`config.mk`:
```
export PLATFORM = sky130hd
export DESIGN_NAME = manch_tx
export DESIGN_NICKNAME = d
export VERILOG_FILES = /design/src/rtl/manch_tx_pkg.sv /design/src/rtl/manch_tx_rsync.sv /design/src/rtl/manch_tx_seq.sv /design/src/rtl/manch_tx_sym.sv /design/src/rtl/manch_tx.sv
export SDC_FILE = /design/constraint.sdc
export NUM_CORES = 1
export LEC_CHECK = 0
export BUFFER_PORTS_ARGS = -buffer_cell sky130_fd_sc_hd__clkbuf_2
export CAP_MARGIN = 5
export CORE_MARGIN = 1.5
export CORE_UTILIZATION = 50
export DETAILED_ROUTE_END_ITERATION = 12
export GPL_TIMING_DRIVEN = 0
export PLACE_DENSITY = 0.74
export SYNTH_ARGS = -nofsm -noshare
export SYNTH_HDL_FRONTEND = slang
export SYNTH_SLANG_ARGS = --single-unit
```
`constraint.sdc`:
```
create_clock -name clk -period 1 [get_ports clk]
set_input_delay 0.15 -clock clk [delete_from_list [all_inputs] [get_ports clk]]
set_output_delay 0.15 -clock clk [all_outputs]
set_load 0.03 [all_outputs]
```
`src/rtl/manch_tx_pkg.sv`:
```
package manch_tx_pkg;

  localparam int unsigned PRE_W = 4;

  typedef enum logic [2:0] {
    PH_IDLE  = 3'd0,
    PH_PRE   = 3'd1,
    PH_DELIM = 3'd2,
    PH_DATA  = 3'd3,
    PH_TAIL  = 3'd4
  } phase_e;

  // Level of one half of a coded bit, before polarity: 0 -> low,high ; 1 -> high,low
  function automatic logic manch_half(input logic bitval, input logic second);
    return bitval ^ second;
  endfunction

endpackage

```
`src/rtl/manch_tx_rsync.sv`:
```
module manch_tx_rsync (
  input  logic clk,
  input  logic rst_n,
  output logic rst_n_out
);
  logic [1:0] sync_q;

  always_ff @(posedge clk or negedge rst_n) begin
    if (!rst_n) sync_q <= 2'b00;
    else        sync_q <= {sync_q[0], 1'b1};
  end

  assign rst_n_out = sync_q[1];
endmodule

```
`src/rtl/manch_tx_seq.sv`:
```
module manch_tx_seq
  import manch_tx_pkg::*;
#(
  parameter int unsigned DATA_W = 8,
  parameter int unsigned IDX_W  = 4
) (
  input  logic                 clk,
  input  logic                 rst_n,
  input  logic                 half_tick,
  input  logic                 in_valid,
  input  logic [DATA_W-1:0]    in_data,
  input  logic                 in_sync,
  input  logic [PRE_W-1:0]     cfg_pre_len,
  input  logic [1:0]           cfg_pre_pat,
  input  logic                 cfg_invert,
  input  logic                 cfg_sync_delim,
  output logic                 in_ready,
  output phase_e               phase,
  output logic [IDX_W-1:0]     idx,
  output logic                 half_sel,
  output logic [DATA_W-1:0]    word,
  output logic                 fr_sync,
  output logic [1:0]           fr_pat,
  output logic                 fr_inv,
  output logic                 fr_sdelim
);
  phase_e             ph_q, ph_d;
  logic [IDX_W-1:0]   idx_q, idx_d;
  logic               half_q, half_d;
  logic               cap_en;

  logic [PRE_W-1:0]   len_q;
  logic [1:0]         pat_q;
  logic               inv_q, sdelim_q, sync_q;
  logic [DATA_W-1:0]  word_q;

  logic [IDX_W-1:0]   pre_last, delim_last;

  assign pre_last   = IDX_W'(len_q) - IDX_W'(1);
  assign delim_last = sdelim_q ? IDX_W'(5) : IDX_W'(1);

  // next-state
  always_comb begin
    ph_d   = ph_q;
    idx_d  = idx_q;
    half_d = half_q;
    cap_en = 1'b0;
    case (ph_q)
      PH_IDLE: begin
        if (in_valid) begin
          cap_en = 1'b1;
          ph_d   = (cfg_pre_len != '0) ? PH_PRE : PH_DELIM;
          idx_d  = '0;
          half_d = 1'b0;
        end
      end
      PH_PRE: begin
        if (half_tick) begin
          half_d = ~half_q;
          if (half_q) begin
            if (idx_q == pre_last) begin
              ph_d  = PH_DELIM;
              idx_d = '0;
            end else begin
              idx_d = idx_q + IDX_W'(1);
            end
          end
        end
      end
      PH_DELIM: begin
        if (half_tick) begin
          if (idx_q == delim_last) begin
            ph_d   = PH_DATA;
            idx_d  = '0;
            half_d = 1'b0;
          end else begin
            idx_d = idx_q + IDX_W'(1);
          end
        end
      end
      PH_DATA: begin
        if (half_tick) begin
          half_d = ~half_q;
          if (half_q) begin
            if (idx_q == IDX_W'(DATA_W - 1)) ph_d = PH_TAIL;
            else                             idx_d = idx_q + IDX_W'(1);
          end
        end
      end
      PH_TAIL: begin
        if (half_tick) ph_d = PH_IDLE;
      end
      default: ph_d = PH_IDLE;
    endcase
  end

  // sequencing registers
  always_ff @(posedge clk or negedge rst_n) begin
    if (!rst_n) begin
      ph_q   <= PH_IDLE;
      idx_q  <= '0;
      half_q <= 1'b0;
    end else begin
      ph_q   <= ph_d;
      idx_q  <= idx_d;
      half_q <= half_d;
    end
  end

  // frame snapshot, enabled on acceptance only
  always_ff @(posedge clk) begin
    if (cap_en) begin
      len_q    <= cfg_pre_len;
      pat_q    <= cfg_pre_pat;
      inv_q    <= cfg_invert;
      sdelim_q <= cfg_sync_delim;
      sync_q   <= in_sync;
      word_q   <= in_data;
    end
  end

  assign in_ready  = (ph_q == PH_IDLE);
  assign phase     = ph_q;
  assign idx       = idx_q;
  assign half_sel  = half_q;
  assign word      = word_q;
  assign fr_sync   = sync_q;
  assign fr_pat    = pat_q;
  assign fr_inv    = inv_q;
  assign fr_sdelim = sdelim_q;
endmodule

```
`src/rtl/manch_tx_sym.sv`:
```
module manch_tx_sym
  import manch_tx_pkg::*;
#(
  parameter int unsigned DATA_W    = 8,
  parameter int unsigned IDX_W     = 4,
  parameter bit          LSB_FIRST = 1'b1
) (
  input  phase_e              phase,
  input  logic [IDX_W-1:0]    idx,
  input  logic                half_sel,
  input  logic [DATA_W-1:0]   word,
  input  logic                fr_sync,
  input  logic [1:0]          fr_pat,
  input  logic                fr_inv,
  input  logic                fr_sdelim,
  output logic                level
);
  localparam int unsigned DW_IDX = (DATA_W > 1) ? $clog2(DATA_W) : 1;

  logic [DW_IDX-1:0] didx;
  logic              data_bit;
  logic              pre_bit;
  logic              raw;

  assign didx = idx[DW_IDX-1:0];

  if (LSB_FIRST) begin : g_lsb_first
    assign data_bit = word[didx];
  end else begin : g_msb_first
    assign data_bit = word[DW_IDX'(DATA_W - 1) - didx];
  end

  always_comb begin
    case (fr_pat)
      2'd0:    pre_bit = 1'b1;
      2'd1:    pre_bit = 1'b0;
      2'd2:    pre_bit = idx[0];
      default: pre_bit = ~idx[0];
    endcase
  end

  always_comb begin
    case (phase)
      PH_PRE:   raw = manch_half(pre_bit, half_sel);
      PH_DELIM: begin
        if (fr_sdelim) raw = (idx < IDX_W'(3)) ? fr_sync : ~fr_sync;
        else           raw = manch_half(1'b1, idx[0]);
      end
      PH_DATA:  raw = manch_half(data_bit, half_sel);
      default:  raw = 1'b0;
    endcase
  end

  assign level = raw ^ fr_inv;
endmodule

```
`src/rtl/manch_tx.sv`:
```
module manch_tx
  import manch_tx_pkg::*;
#(
  parameter int unsigned DATA_W    = 8,
  parameter bit          LSB_FIRST = 1'b1
) (
  input  logic              clk,
  input  logic              rst_n,
  input  logic              half_tick,
  input  logic              in_valid,
  output logic              in_ready,
  input  logic [DATA_W-1:0] in_data,
  input  logic              in_sync,
  input  logic [3:0]        cfg_pre_len,
  input  logic [1:0]        cfg_pre_pat,
  input  logic              cfg_invert,
  input  logic              cfg_sync_delim,
  output logic              line_out
);
  localparam int unsigned CNT_SPAN = (DATA_W > 16) ? DATA_W : 16;
  localparam int unsigned IDX_W    = $clog2(CNT_SPAN);

  logic              rst_n_int;
  phase_e            phase;
  logic [IDX_W-1:0]  idx;
  logic              half_sel;
  logic [DATA_W-1:0] word;
  logic              fr_sync, fr_inv, fr_sdelim;
  logic [1:0]        fr_pat;
  logic              sym_level;
  logic              line_q, line_d;

  manch_tx_rsync u_rsync (
    .clk       (clk),
    .rst_n     (rst_n),
    .rst_n_out (rst_n_int)
  );

  manch_tx_seq #(.DATA_W(DATA_W), .IDX_W(IDX_W)) u_seq (
    .clk            (clk),
    .rst_n          (rst_n_int),
    .half_tick      (half_tick),
    .in_valid       (in_valid),
    .in_data        (in_data),
    .in_sync        (in_sync),
    .cfg_pre_len    (cfg_pre_len),
    .cfg_pre_pat    (cfg_pre_pat),
    .cfg_invert     (cfg_invert),
    .cfg_sync_delim (cfg_sync_delim),
    .in_ready       (in_ready),
    .phase          (phase),
    .idx            (idx),
    .half_sel       (half_sel),
    .word           (word),
    .fr_sync        (fr_sync),
    .fr_pat         (fr_pat),
    .fr_inv         (fr_inv),
    .fr_sdelim      (fr_sdelim)
  );

  manch_tx_sym #(.DATA_W(DATA_W), .IDX_W(IDX_W), .LSB_FIRST(LSB_FIRST)) u_sym (
    .phase     (phase),
    .idx       (idx),
    .half_sel  (half_sel),
    .word      (word),
    .fr_sync   (fr_sync),
    .fr_pat    (fr_pat),
    .fr_inv    (fr_inv),
    .fr_sdelim (fr_sdelim),
    .level     (sym_level)
  );

  // line next-state: idle follows live polarity, frame moves on strobes
  always_comb begin
    line_d = line_q;
    if (phase == PH_IDLE) begin
      line_d = cfg_invert;
    end else if (half_tick) begin
      line_d = (phase == PH_TAIL) ? cfg_invert : sym_level;
    end
  end

  always_ff @(posedge clk or negedge rst_n_int) begin
    if (!rst_n_int) line_q <= 1'b0;
    else            line_q <= line_d;
  end

  assign line_out = line_q;
endmodule

```
==> run_results.csv <==
group,metric,value,unit
power,netSwitchingFraction,38.8,%
grt,gr-usage-all-layers,21.0,%
grt,grt_util_met3,3.63,%
grt,gr-total-overflow,0,
timing,report.final.slew_viol_count,0,
die,standard_cell_row_count,19,
route,drc,0,
cts,buffers_from_clock_root_to_sink_at_most,2,
power,power_switching,2120,uW
cells_and_area,n_antenna_cell,0,
setup_path,cp-endpoint,"line_out",
grt,m2_gr_usage,37.3,%
logic_synthesis,synth_top_cell_area_share,34.5,%
cts,clkLatencyLatePin,0.33,ns
power,power.internal,3340,uW
cells_and_area,syn_to_final_growth,39.1,%
power,share_clk_of_total_power,8.8,%
outcome,outcome,"finished, violations left",
cells_and_area,mostFrequentLayoutCells,"19 x clkbuf_2, 17 x edfxtp_1, 15 x dlygate4sd3_1",
logic_synthesis,synthesized_area_fraction_occupied_by_adder_cells,2.54,%
power,worst_ir_drop_vdd,2030,uV
setup_path,worst-path-max-fanout,8,
die,floorplan.die_area,3300,um2
timing,min_clock_period_post_route,2.15,ns
power,leakagePower,0.000829,uW
route,avgRoutedWirePerCell,16.0,um
outcome,violations,"setup timing",
logic_synthesis,ys_warn_count,0,
power,power_frac_seq,31.5,%
logic_synthesis,syn-instance-count,131,
power,power_density,2650,nW/um2
cts,clock_tree.root_cell,"clkbuf_4",
logic_synthesis,synth.largest_area_cell,"edfxtp_1",
logic_synthesis,fraction_of_the_yosys_area_taken_by_sequential_cells,53.1,%
logic_synthesis,compound_cell_area_share_of_the_yosys_netlist,13.3,%
logic_synthesis,mappedNetlistArea,1480,um2
logic_synthesis,synth.ff_latch_count,28,
placed_design,dp_worst_setup_slack,-1.23,ns
route,first_pass_iters,4,
logic_synthesis,synth.area.top_cells,"edfxtp_1 34%, dfrtp_1 19%, mux2i_1 3.4%, nor2_1 3.0%, xnor2_1 3.0%",
timing,grt_setup_unrepaired,"yes",
worst_hold_path,min_path_type,"in2reg",
cts,level_count_of_the_clock_h_tree,1,
timing,setup_viol,28,
timing,hold_violations,0,
timing,ratio_of_final_minimum_period_to_clock_period,215,%
setup_path,crit_start,"u_seq.idx[0]",
cells_and_area,num-nets-final,207,
logic_synthesis,number_of_enable_type_register_cells_in_the_synthesized_netlist,17,
logic_synthesis,area_fraction_in_and_or_nand_and_nor_cells_after_synthesis,14.9,%
grt,grt_use_met1,25.5,%
route,detail_route.wirelength,3410,um
route,drt.antenna.violating_nets,0,
timing,timing.fmax,465,MHz
route,dr.first_iter.drc_count,32,
logic_synthesis,synth.mux.area_fraction,5.66,%
setup_path,crit_type,"reg2reg",
setup_path,critical_path.endpoint_type,"flop",
grt,antenna_violations_before_repair,0,
run,cap_viol_max_count,0,
die,chip_width,57.4,um
setup_path,worst-r2r-setup-slack,-1.15,ns
logic_synthesis,largest_family_of_logic_cells_by_synthesized_area,"simple AND/OR/NAND/NOR gates",
placed_design,globalplace.congestion,0.894,
die,die_h,57.4,um
setup_path,worst-endpoint-arrival,2.38,ns
timing,skew_final,0.00985,ns
logic_synthesis,synth-xor-area-share,5.75,%
cells_and_area,fill_cells,175,
die,area_inside_the_core_boundary,2780,um2
cells_and_area,mostFrequentLayoutCell,"clkbuf_2",
grt,number_of_global_route_vias_before_repair,1184,
logic_synthesis,post_synth_num_cell_types,45,
cells_and_area,layout-drive-gt1-share,39.6,%
cells_and_area,post-route-util,74.0,%
timing,final_critical_path_setup_slack,-1.15,ns
cts,worst_setup_hold_path_clk_slew,0.15,ns
grt,pin_count_of_the_biggest_net_entering_global_routing,16,
power,total_power_consumption_of_the_routed_design,5450,uW
logic_synthesis,synth.avg_cell_area,11.3,um2
setup_path,cp.required,1.23,ns
setup_path,timing.critical_path.from_type,"flop",
setup_path,worst-r2r-cell-count,6,
grt,globalRoute.busiestLayer,"met2",
logic_synthesis,syn-num-nets,155,
die,num_io_pins,23,
power,power.combinational.fraction,59.8,%
grt,grt_pass1_wl,5290,um
cts,tritoncts_num_sinks,28,
setup_path,worst_r2r_startpoint,"u_seq.idx[0]",
route,total_via_count_after_detailed_routing,1217,
logic_synthesis,dominantRegCellSynth,"edfxtp_1",
die,initial_utilization,53.2,%
placed_design,dp.final_hpwl,2040,um
placed_design,io_buffer_count,21,
setup_path,worstReg2RegEnd,"line_out",
logic_synthesis,async_reset_ff_share,39.3,%
cts,cts_inserted_buffers,3,
route,routed_via_density,5.71,
cts,tritoncts_clock_tree,"built",
[cells by family (layout without fill, tap and decap cells)]
group                    after synthesis  count (layout)
AO/OA/AOI/OAI                         28              28
XOR/XNOR                               8               8
adder cells (fa/ha/maj)                3               3
buffers and inverters                 14              63
flip-flops                            28              28
multiplexers                           7               7
other                                  1               1
AND/OR/NAND/NOR                       42              44
[synth_stat cells (all sizes together) (2+ instances only)]
library cell	n
a21oi	3
a31oi	4
buf	2
clkbuf	5
dfrtp	11
edfxtp	17
ha	3
inv	6
mux2i	5
nand2	8
nand2b	4
nand3	2
nand3b	2
nor2	12
nor3	3
o21ai	4
o22ai	2
o31ai	4
o32ai	2
or2	2
or4	2
xnor2	5
xor2	2
[flip-flops by register name (all words and copies together) (netlist names)]
signal	flops
u_seq.word	8
u_seq.idx	4
u_seq.len_q	4
u_seq.phase	3
u_rsync.sync_q	2
u_seq.fr_pat	2
line_out	1
u_seq.fr_inv	1
u_seq.fr_sdelim	1
u_seq.fr_sync	1
u_seq.half_sel	1
[worst max-delay path: stages (launching register included)]
cell     delay, ns
dfrtp_1       0.44
buf_6         0.16
mux2i_1       0.12
mux4_2        0.49
and4_4        0.17
or4_1         0.50
a31o_1        0.19
[through the flow]
stage	setup TNS, ns	std cells	hold slack (ns)	cell area (um2)
floorplan	-14.37	131	-0.146	1520
global placement	-13.83	183	-0.0639	1670
detailed placement	-14.67	183	-0.0624	1670
CTS	-14.42	205	0.00536	1910
global route	-17.02	213	-0.00824	2060
finish	-15.87	213	0.00197	2060
[metal layers]
metal,share of wire [%],wire (um)
met1,41,1410
met2,51,1760
met3,4.9,166
met4,2.4,83
met5,0,0
[what timing repair did]
item / 4_1_cts / 5_1_grt
endpoints found under the setup margin: 28 / 28
cloned: 2 / 0
setup buffers: 5 / 5
endpoints found under the hold margin: 13 / 3
pin swaps: 8 / 3
hold buffers: 12 / 3
resized for setup: 17 / 17
[power groups by stage]
stage,combinational (uW),sequential (uW),clock (uW)
floorplan,1860,1740,0
global placement,2230,1730,0
detailed placement,2320,1740,0
CTS,2710,1700,479
global route,3490,1740,516
finish,3260,1710,478
[cell type report]
type,count,area [um2],share of cell area [%]
Clock inverter,1,3.75,0.182
Clock buffer,3,22.5,1.09
Tap cell,31,38.8,1.88
Inverter,7,26.3,1.28
Buffer,6,52.6,2.55
Sequential cell,28,790,38.3
Multi-Input combinational cell,91,768,37.3
Timing Repair Buffer,46,358,17.4
[worst min path at each step]
stage,from,endpoint,slack [ns],cells after the start
after floorplan,rst_n,u_rsync.sync_q[0],-0.15,0
after global placement,rst_n,u_rsync.sync_q[1],-0.06,1
after detailed placement,rst_n,u_rsync.sync_q[0],-0.06,1
after CTS,in_data[7],u_seq.word[7],0.005,1
after global routing,cfg_pre_len[3],u_seq.len_q[3],-0.008,1
final,cfg_pre_len[3],u_seq.len_q[3],0.002,1
Note: power is estimated with default switching activity, not from simulation.
